## src/rtl/regbuf_pkg.sv

```systemverilog
package regbuf_pkg;

  // index of the chip selects that take part in the gating decision
  localparam int GATE_CS_LO = 0;
  localparam int GATE_CS_HI = 1;

  // strobes from control to datapath
  typedef struct packed {
    logic loadData;
    logic loadCs;
  } ctrlStrobes_t;

endpackage

```

## src/rtl/regbuf_ctrl.sv

```systemverilog
module regbuf_ctrl
  import regbuf_pkg::*;
#(
  parameter int CS_N = 4
) (
  input  logic            gateEn,
  input  logic [CS_N-1:0] csIn,
  output ctrlStrobes_t    strobes
);

  logic holdData;

  // gating looks at the inputs present at the loading edge
  assign holdData = gateEn & csIn[GATE_CS_LO] & csIn[GATE_CS_HI];

  always_comb begin
    strobes.loadData = ~holdData;
    strobes.loadCs   = 1'b1;
  end

endmodule

```

## src/rtl/regbuf_dp.sv

```systemverilog
module regbuf_dp
  import regbuf_pkg::*;
#(
  parameter int DATA_W = 28,
  parameter int CS_N   = 4
) (
  input  logic              clk,
  input  logic              rstN,
  input  ctrlStrobes_t      strobes,
  input  logic [DATA_W-1:0] dIn,
  input  logic [CS_N-1:0]   csIn,
  input  logic              cfgB,
  output logic [DATA_W-1:0] qOut,
  output logic [CS_N-1:0]   csOut
);

  localparam int HALF_W = DATA_W / 2;

  logic [DATA_W-1:0] dataR;
  logic [CS_N-1:0]   csR;

  always_ff @(posedge clk or negedge rstN) begin
    if (!rstN) begin
      dataR <= '0;
    end else if (strobes.loadData) begin
      dataR <= dIn;
    end
  end

  always_ff @(posedge clk or negedge rstN) begin
    if (!rstN) begin
      csR <= '0;
    end else if (strobes.loadCs) begin
      csR <= csIn;
    end
  end

  // pin map: straight, or upper and lower halves exchanged
  for (genvar i = 0; i < DATA_W; i++) begin : g_map
    localparam int SWAP_IDX = (i + HALF_W) % DATA_W;
    assign qOut[i] = cfgB ? dataR[SWAP_IDX] : dataR[i];
  end

  assign csOut = csR;

endmodule

```

## src/rtl/regbuf_csgate.sv

```systemverilog
module regbuf_csgate
  import regbuf_pkg::*;
#(
  parameter int DATA_W = 28,
  parameter int CS_N   = 4
) (
  input  logic              clk,
  input  logic              rstN,
  input  logic [DATA_W-1:0] dIn,
  input  logic [CS_N-1:0]   csIn,
  input  logic              gateEn,
  input  logic              cfgB,
  output logic [DATA_W-1:0] qOut,
  output logic [CS_N-1:0]   csOut
);

  ctrlStrobes_t strobes;

  regbuf_ctrl #(
    .CS_N(CS_N)
  ) i_ctrl (
    .gateEn (gateEn),
    .csIn   (csIn),
    .strobes(strobes)
  );

  regbuf_dp #(
    .DATA_W(DATA_W),
    .CS_N  (CS_N)
  ) i_dp (
    .clk    (clk),
    .rstN   (rstN),
    .strobes(strobes),
    .dIn    (dIn),
    .csIn   (csIn),
    .cfgB   (cfgB),
    .qOut   (qOut),
    .csOut  (csOut)
  );

endmodule

```

## config.mk

```make
export PLATFORM = sky130hd
export DESIGN_NAME = regbuf_csgate
export DESIGN_NICKNAME = d
export VERILOG_FILES = /design/src/rtl/regbuf_pkg.sv /design/src/rtl/regbuf_ctrl.sv /design/src/rtl/regbuf_dp.sv /design/src/rtl/regbuf_csgate.sv
export SDC_FILE = /design/constraint.sdc
export NUM_CORES = 1
export LEC_CHECK = 0
export ABC_CLOCK_PERIOD_IN_PS = 1730
export BUFFER_PORTS_ARGS = -buffer_cell sky130_fd_sc_hd__buf_2
export CAP_MARGIN = 5
export CORE_MARGIN = 2
export CORE_UTILIZATION = 50
export DETAILED_ROUTE_END_ITERATION = 10
export HOLD_SLACK_MARGIN = 0.06
export PLACE_DENSITY = 0.84
export SETUP_SLACK_MARGIN = 0.15
export SLEW_MARGIN = 20
export SYNTH_ARGS = -nofsm -noshare
export SYNTH_HDL_FRONTEND = slang
export SYNTH_SLANG_ARGS = --single-unit
export TNS_END_PERCENT = 100
```

## constraint.sdc

```tcl
create_clock -name clk -period 1.73 [get_ports clk]
set_input_delay 0.346 -clock clk [delete_from_list [all_inputs] [get_ports clk]]
set_output_delay 0.346 -clock clk [all_outputs]
set_load 0.01 [all_outputs]
```

==> impl_metrics.csv <==
group,metric,value,unit
cells_and_area,drive_above_1_share,0.794,
clock_network,hold_buffers,0,
clock_network,numCtsBuffers,5,
die,start_util,0.517,
logic_synthesis,synth_cells,94,
worst_setup_path,arrival,1150,ps
worst_setup_path,required,1380,ps
grt,grtUsageTotal,0.174,
sta,hold_viol_final,0,
cells_and_area,area_delta_synth_final,27.2,%
logic_synthesis,ys.warnings.count,0,
die,die_width,60.0,um
place,place_ws,239,ps
clock_network,cts_root_buffer,"clkbuf_4",
logic_synthesis,synthXorXnorAreaFrac,0,
logic_synthesis,synthAdderAreaFrac,0,
sta,rsz0062_at_grt,"false",
sta,fin_crit_sh,0.865,
place,dpl_cell_area,1930,um2
logic_synthesis,syn_area_per_cell,16.7,um2
logic_synthesis,synth_area_leaders,"dfrtp_1, mux2_2, mux2_4",
power,p_leak,1.01,nW
detailed_routing,drc,0,
worst_setup_path,start_kind,"flip-flop",
sta,drv_slew,0,
power,max-vdd-ir-drop,0.479,mV
detailed_routing,wl,2940,um
sta,fmax,668,MHz
sta,tightestPinTransition,688,ps
worst_setup_path,worstPathMaxFanout,3,
die,die_area,3600,um2
power,power_density,804,nW/um2
logic_synthesis,muxShareOfSynthArea,0.450,
power,finalPower,1.60,mW
place,place_hpwl,2100,um
clock_network,clkTransAtPathRegs,100,ps
sta,setup_violations,0,
clock_network,htree_levels,2,
detailed_routing,drt_first_pass_iters,2,
clock_network,cts_tree,"done",
logic_synthesis,synth_seq_cells,32,
die,row_count,20,
cells_and_area,diodes,0,
clock_network,post_cts_resized,0,
detailed_routing,vias,1028,
place,gp_congestion,0.614,
logic_synthesis,ys_types,7,
die,io_pins,68,
logic_synthesis,synth_top_area_cell,"dfrtp_1",
grt,grt_max_degree,33,
run_status,status,"finished clean",
detailed_routing,wl_per_cell,14.1,um
clock_network,clk_latency,320,ps
sta,final.setup.worst_slack,233,ps
logic_synthesis,synth_top_area_frac,0.511,
die,coreArea,3030,um2
clock_network,cts_sinks,32,
logic_synthesis,ys_seq_area_frac,0.511,
sta,finClkSkew,0,ps
logic_synthesis,synth_compound_area_frac,0,
clock_network,post-cts-setup-buffers,0,
logic_synthesis,synth-simple-area-share,0.0112,
grt,grt-ovfl-total,0,
grt,antenna_found_initial,0,
sta,max-slew-margin-rel,0.541,
grt,grt_pass1_wl,4510,um
cells_and_area,fill_cells,232,
hold_path,hold_path.class,"input port to async pin",
cells_and_area,design_area,1990,um2
detailed_routing,viasPerCell,4.92,
run,cap_violations,0,
detailed_routing,drtAntennaViolNets,0,
place,io_buffers,67,
logic_synthesis,synth_nets,130,
cells_and_area,fin_nets,200,
die,die_h,60.0,um
sta,min_period,1500,ps
grt,grt_pass1_vias,1025,
worst_setup_path,critical_path_class,"flip-flop to primary output",
worst_setup_path,endpoint_kind,"primary output",
logic_synthesis,syn_area,1570,um2
sta,timing.hold.ws,45.9,ps
clock_network,clockBufferDepth,2,
detailed_routing,first_iter_violations,17,
sta,fin_setup_tns,0,ps
logic_synthesis,synth_top_family_by_area,"multiplexers",
## flip-flops by register name (all words and copies together) (netlist names)
name	cells
i_dp.dataR	28
i_dp.csOut	4
## area by class of cell
cell class / count / area (um2) / area share
flip-flops and latches: 32 / 801 / 0.402
well taps: 44 / 55.1 / 0.0276
multi-input cells: 57 / 723 / 0.363
clock buffers: 8 / 58.8 / 0.0295
repair buffers: 68 / 355 / 0.178
## synthesized netlist by cell type
cell     number
buf_2         1
buf_4         2
buf_6         2
dfrtp_1      32
mux2_2       36
mux2_4       20
nand3_4       1
## critical path, cell delays in order (launching register included)
cell     delay (ps)
dfrtp_1         410
mux2_2          280
buf_2           140
## through the flow
step | std cells | utilization
floorplan | 94 | -
global placement | 201 | 0.639
detailed placement | 201 | 0.639
CTS | 209 | 0.658
global route | 209 | 0.658
finish | 209 | 0.658
## cell families (layout without fill, tap and decap cells)
group,count (synthesis),after routing
muxes,56,56
DFF,32,32
buffers and inverters,5,76
and+or+nand+nor,1,1
## power by group
part / switching [mW] / internal (mW) / total (mW)
Combinational: 0.139 / 0.198 / 0.337
Clock: 0.229 / 0.200 / 0.430
Sequential: 0.0367 / 0.800 / 0.836
## placed cells by master (no fill, tap or decap), drive strengths merged
| master | n |
|---|---|
| mux2 | 56 |
| nand3 | 1 |
| buf | 68 |
| clkbuf | 8 |
| dfrtp | 32 |
## path summary, 6_finish.rpt
check / startpoint / slack, ps / cells after the start / endpoint
max: i_dp.dataR[17] / 230 / 2 / qOut[3]
min: rstN / 50 / 1 / i_dp.dataR[24]
max reg2reg: i_dp.dataR[12] / 930 / 1 / i_dp.dataR[12]
min reg2reg: i_dp.dataR[2] / 530 / 1 / i_dp.dataR[2]
max in group asynchronous: rstN / 1220 / 1 / i_dp.dataR[6]
min in group clk: csIn[3] / 130 / 1 / i_dp.csOut[3]
## layer usage
metal | global-route usage | up-vias | share of wire
li1 | - | 480 | -
met1 | 0.194 | 500 | 0.41
met2 | 0.303 | 45 | 0.51
met3 | 0.0736 | 3 | 0.075
met4 | 0.0476 | 0 | 0.0048
met5 | 0 | - | 0
Note: power is estimated with default switching activity, not from simulation.
